--- config.mk ---
export PLATFORM = sky130hd
export DESIGN_NAME = cfgmem_chain
export DESIGN_NICKNAME = d
export VERILOG_FILES = /design/src/rtl/cfgmem_pkg.sv /design/src/rtl/cfgmem_cell.sv /design/src/rtl/cfgmem_chain.sv
export SDC_FILE = /design/constraint.sdc
export NUM_CORES = 1
export LEC_CHECK = 0
export BUFFER_PORTS_ARGS = -buffer_cell sky130_fd_sc_hd__buf_2
export CORE_UTILIZATION = 50
export CTS_BUF_LIST = sky130_fd_sc_hd__clkbuf_4 sky130_fd_sc_hd__clkbuf_8 sky130_fd_sc_hd__clkbuf_16
export CTS_CLUSTER_DIAMETER = 120
export CTS_CLUSTER_SIZE = 12
export DETAILED_ROUTE_END_ITERATION = 8
export GPL_ROUTABILITY_DRIVEN = 0
export PLACE_DENSITY = 0.86
export SYNTH_ARGS = -nofsm -noshare
export SYNTH_HDL_FRONTEND = slang
export SYNTH_SLANG_ARGS = --single-unit
--- constraint.sdc ---
create_clock -name clk -period 0.9 [get_ports clk]
set_input_delay 0.045 -clock clk [delete_from_list [all_inputs] [get_ports clk]]
set_output_delay 0.045 -clock clk [all_outputs]
set_load 0.01 [all_outputs]
--- src/rtl/cfgmem_pkg.sv ---
package cfgmem_pkg;
    typedef struct packed {
        logic chain;   // serial storage bit
        logic data;    // gated true output
        logic data_n;  // gated inverted output
    } cell_state_t;

    localparam cell_state_t CELL_RESET = '{chain: 1'b0, data: 1'b0, data_n: 1'b1};
endpackage

--- src/rtl/cfgmem_cell.sv ---
module cfgmem_cell
    import cfgmem_pkg::*;
#(
    parameter bit HAS_SCAN = 1'b1
) (
    input  logic clk,
    input  logic rst,
    input  logic shift_en,
    input  logic din,
    input  logic scan_din,
    output logic chain_q,
    output logic cfg_q,
    output logic cfg_qn
);
    cell_state_t s_d, s_q;
    logic        shift_src;

    generate
        if (HAS_SCAN) begin : g_scan
            assign shift_src = scan_din;
            // scan and primary inputs share one predecessor
            assert_scan_src_R9: assert property (@(posedge clk) disable iff (rst)
                scan_din == din);
        end else begin : g_plain
            assign shift_src = din;
            logic unused_scan;
            assign unused_scan = scan_din;
        end
    endgenerate

    always_comb begin
        s_d = s_q;
        if (shift_en) begin
            s_d.chain = shift_src;
        end else begin
            s_d.data   = s_q.chain;
            s_d.data_n = ~s_q.chain;
        end
    end

    always_ff @(posedge clk) begin
        if (rst) s_q <= CELL_RESET;
        else     s_q <= s_d;
    end

    assign chain_q = s_q.chain;
    assign cfg_q   = s_q.data;
    assign cfg_qn  = s_q.data_n;

    assert_hold_R4: assert property (@(posedge clk) disable iff (rst)
        shift_en |=> ($stable(cfg_q) && $stable(cfg_qn)));

    assert_load_R5: assert property (@(posedge clk) disable iff (rst)
        !shift_en |=> (cfg_q == $past(chain_q) && cfg_qn == !$past(chain_q)));
endmodule

--- src/rtl/cfgmem_chain.sv ---
module cfgmem_chain #(
    parameter int unsigned N_BITS   = 8,
    parameter bit          HAS_SCAN = 1'b1
) (
    input  logic              clk,
    input  logic              rst,
    input  logic              cfg_en,
    input  logic              chain_head,
    output logic              chain_tail,
    output logic [N_BITS-1:0] cfg_data,
    output logic [N_BITS-1:0] cfg_data_n
);
    localparam int unsigned LINKS = N_BITS + 1;

    logic [LINKS-1:0] link;

    assign link[0] = chain_head;

    generate
        for (genvar i = 0; i < N_BITS; i++) begin : g_cell
            cfgmem_cell #(.HAS_SCAN(HAS_SCAN)) u_cell (
                .clk      (clk),
                .rst      (rst),
                .shift_en (cfg_en),
                .din      (link[i]),
                .scan_din (link[i]),
                .chain_q  (link[i+1]),
                .cfg_q    (cfg_data[i]),
                .cfg_qn   (cfg_data_n[i])
            );
        end
    endgenerate

    assign chain_tail = link[N_BITS];

    assert_reset_R1: assert property (@(posedge clk)
        rst |=> (cfg_data == '0 && cfg_data_n == '1 && chain_tail == 1'b0));

    assert_head_R2: assert property (@(posedge clk) disable iff (rst)
        cfg_en |=> link[1] == $past(chain_head));

    assert_inv_R6: assert property (@(posedge clk) disable iff (rst)
        cfg_data_n == ~cfg_data);

    assert_idle_R7: assert property (@(posedge clk) disable iff (rst)
        !cfg_en |=> $stable(chain_tail));
endmodule

**After elaboration in Yosys (flattened, before gate mapping)**

Cells that the tools add are included.

- Word-level logic and storage cells: 32
- Input port bits: 4
- Output and inout port bits: 17
- Flip-flop bits (word level): 24

- Bitwise logic cells: 8

Operators with widths:

| cell | number |
|---|---|
| $not A1 Y1 | 8 |

**Longest topological paths before layout**

- Word-level depth: 1
- Gate-level depth with buffers: 3
- Mapped depth without buffers: 2

**Modules after synthesis**

A second synthesis with hierarchy kept.

- Cells, all modules: 80
- Area total of the unflattened synthesis: 770.7 um^2

Modules (own cells, without submodules):

| module | instances | seq. area each (um^2) | cells each | area each (um^2) |
|---|---|---|---|---|
| cfgmem_cell | 8 | 60.1 | 10 | 96.3 |

**Worst setup path before layout**

No wires, ideal clock.

- Path kind: register to register
- Start point: register g_cell[7].u_cell.s_q, in the netlist g_cell[7].u_cell.chain_q
- End point: register g_cell[7].u_cell.s_q, in the netlist g_cell[7].u_cell.cfg_qn
- Path buffers: 0
- Path slack: 0.156 ns
- Stages on the path, launching flop included: 3
- Period minus slack after synthesis: 0.744 ns
- Arrival time: 0.624 ns
- Library setup time: 0.120 ns
- Data required time: 0.780 ns
- Cells stage by stage: dfxtp_1 > nor2_1 > a211o_1

- Cells in the longest elaborated chain, start to end: 1

Ends and longest elaborated chain:

| item | RTL line | source |
|---|---|---|
| start, declared | cfgmem_cell.sv:15 | `cell_state_t s_d, s_q;` |
| start signal, assigned | cfgmem_cell.sv:42 | `if (rst) s_q <= CELL_RESET;` |
| start signal, assigned | cfgmem_cell.sv:43 | `else s_q <= s_d;` |
| $not A1 Y1 | cfgmem_cell.sv:37 | `s_d.data_n = ~s_q.chain;` |

No other way between the ends.
A chain may end at the register's enable or synchronous reset.

**Final worst setup path**

- Start point: register g_cell[3].u_cell.s_q, in the netlist g_cell[3].u_cell.cfg_qn
- End point: output cfg_data_n[3]

RTL lines:

| item | RTL line | source |
|---|---|---|
| start, declared | cfgmem_cell.sv:15 |  |
| start signal, assigned | cfgmem_cell.sv:42 |  |
| start signal, assigned | cfgmem_cell.sv:43 |  |
| end, declared | cfgmem_chain.sv:11 | `output logic [N_BITS-1:0] cfg_data_n` |

No word-level cell between the ends.

==> flow_metrics.env <==
export IMPL_status="complete, no violations"
export IMPL_fmax_mhz=1180
export IMPL_cts_setup_buffers=0
export IMPL_wirelength_mm=1.37
export IMPL_rows=15
export IMPL_setup_viol_count_final=0
export IMPL_grt_pass1_vias=527
export IMPL_ys_types=9
export IMPL_hold_class="in -> reg"
export IMPL_power_density_mw_per_mm2=1830
export IMPL_drive_gt1_share_pct=27.1
export IMPL_cts_made_buffers=3
export IMPL_finClkSkew_ns=0.00127
export IMPL_cp_required_ns=0.85
export IMPL_grt_usage_pct=15.1
export IMPL_synth_commonest_cells="dfxtp_1 (24), a21oi_1 (16), buf_4 (16), nand2_1 (16)"
export IMPL_async_flop_share_pct=0
export IMPL_comb_power_share_pct=6.8
export IMPL_vias=626
export IMPL_avgViaCountPerCell=4.74
export IMPL_synth_area_leaders="dfxtp_1 (52%), buf_4 (13%), a21oi_1 (8.7%), a211o_1 (7.6%), nand2_1 (6.5%)"
export IMPL_postLayoutCellArea_um2=967
export IMPL_diodes=0
export IMPL_p_switching_w=0.000383
export IMPL_drt_wirelength_per_cell_um=10.4
export IMPL_fin_nets=112
export IMPL_ys_seq_area_share_pct=52.2
export IMPL_netlist_instances=102
export IMPL_first_iter_violations=10
export IMPL_cap_violations=0
export IMPL_dp_hpwl_um=942
export IMPL_sw_frac_of_total_pct=21.6
export IMPL_cts_root_buffer="clkbuf_4"
export IMPL_port_buffers=20
export IMPL_critPathCaptureType="primary output"
export IMPL_synth_edff_count=0
export IMPL_ys_flop_type="dfxtp_1"
export IMPL_fillers=175
export IMPL_yosys_area_top_type="dfxtp_1"
export IMPL_avgSynthCellArea_um2=9.02
export IMPL_dieArea_mm2=0.00201
export IMPL_area_delta_synth_final_pct=5.17
export IMPL_power_internal_w=0.00139
export IMPL_ios=21
export IMPL_cp_max_fo=2
export IMPL_synth_top_cell_area_share_pct=52.2
export IMPL_finalCritPeriodShare_pct=94.3
export IMPL_grt_max_degree=35
export IMPL_first_pass_iters=4
export IMPL_period_needed_ns=0.849
export IMPL_critical_path_max_stage_delay_ns=0.36
export IMPL_syn_area_um2=920
export IMPL_die_x_um=44.9
export IMPL_syn_nets=106
export IMPL_core_mm2=0.00173
export IMPL_rsz0062_at_grt="false"
export IMPL_relSlewSlack_pct=68.4
export IMPL_crit_buf_inv=1
export IMPL_synth_most_common_cell="dfxtp_1"
export IMPL_placed_cell_area_um2=917
export IMPL_initial_core_util_pct=53.3
export IMPL_path_delay_family="flip-flops"
export IMPL_synth_warnings=0
export IMPL_dieHeight_um=44.9
export IMPL_cp_start_kind="flip-flop"
export IMPL_hold_ws_ns=0.143
export IMPL_clock_path_buffers=2
export IMPL_grt_pass1_wl_mm=2.19
export IMPL_grt_ovfl_total=0
export IMPL_tightest_slew_ns=0.474
export IMPL_clkTransAtPathRegs_ns=0.12
export IMPL_antenna_found_initial=0
export IMPL_p_seq_share_pct=62.2
export IMPL_drc=0
export IMPL_htreeDepth=1
export IMPL_ant_nets=0
export IMPL_leakagePower_nw=0.387
export IMPL_irDropWorstVdd_mv=1.06
export IMPL_clock_sinks=24
export IMPL_path_cells="buf_2"
export IMPL_ys_ff_latch=24
export IMPL_hold_viol=0
export IMPL_slowest_stage="dfxtp_1"
export IMPL_insertion_delay_ns=0.31
export IMPL_drv_slew=0
export IMPL_pwr_share_clk_pct=31.0
export IMPL_cts_tree="yes"
export IMPL_critPathKind="reg -> out"
export IMPL_worstPathArrival_ns=0.80
## area by class of cell
cell class | count | area (um^2) | share of cell area (%)
sequential | 24 | 484 | 50.1
timing repair buffer | 23 | 125 | 12.9
clock buffer | 4 | 36.3 | 3.75
tap | 25 | 31.3 | 3.23
multi-input combinational | 56 | 290 | 30.0
## logic make-up after synthesis
group | synth area share, %
simple gates | 15.2
compound gates | 16.3
buf+inv | 16.2
flops | 52.2
## final timing paths
kind,depth (start not counted),slack (ns),endpoint,start
max,1,0.05,cfg_data_n[3],g_cell[3].u_cell.cfg_qn$_SDFFE_PP1N_
max reg2reg,2,0.12,g_cell[2].u_cell.cfg_qn$_SDFFE_PP1N_,g_cell[2].u_cell.chain_q$_SDFFE_PP0P_
min reg2reg,1,0.47,g_cell[5].u_cell.cfg_qn$_SDFFE_PP1N_,g_cell[5].u_cell.cfg_qn$_SDFFE_PP1N_
min,2,0.14,g_cell[3].u_cell.chain_q$_SDFFE_PP0P_,rst
## metal layers
| layer | wire, um | GRT usage, % |
|---|---|---|
| met1 | 613 | 18.5 |
| met2 | 678 | 23.2 |
| met3 | 78 | 6.40 |
| met4 | 0 | 6.67 |
| met5 | 0 | 0 |
## power groups by stage
stage	registers [W]	clock network [W]	logic (W)
final	0.00110	0.000549	0.000121
after CTS	0.00110	0.000570	0.000122
after global placement	0.00112	0	0.000116
after global routing	0.00111	0.000613	0.000135
after detailed placement	0.00113	0	0.000119
after floorplan	0.00112	0	0.000109
## through the flow
step	worst slack [ns]	TNS (ns)	util (%)	power, W	cells
2_1_floorplan	0.156	0	-	0.00123	102
3_3_place_gp	-0.000660	-0.000660	53.1	0.00124	127
3_5_place_dp	-0.0320	-0.0975	53.1	0.00124	127
4_1_cts	0.0195	0	55.8	0.00179	132
5_1_grt	0.00571	0	56.0	0.00185	132
6_report	0.0514	0	56.0	0.00177	132
## placed cells by master (no fill, tap or decap)
master          n
a211o_1         8
a21oi_1        16
buf_2          20
buf_4           2
clkbuf_4        3
clkbuf_8        1
dfxtp_1        21
dfxtp_2         3
dlygate4sd3_1   1
nand2_1        16
nand2b_1        8
nor2_1          8
## registers in the layout, indices dropped and copies added, names as in the netlist
signal / flops
g_cell.u_cell.cfg_q: 8
g_cell.u_cell.cfg_qn: 8
g_cell.u_cell.chain_q: 8
## timing repair
action                                  CTS  global route
gates resized for setup                   0             3
endpoints found under the setup margin    0             3
endpoints found under the hold margin     1             0
hold buffers                              1             0
Note: power is estimated with default switching activity, not from simulation.
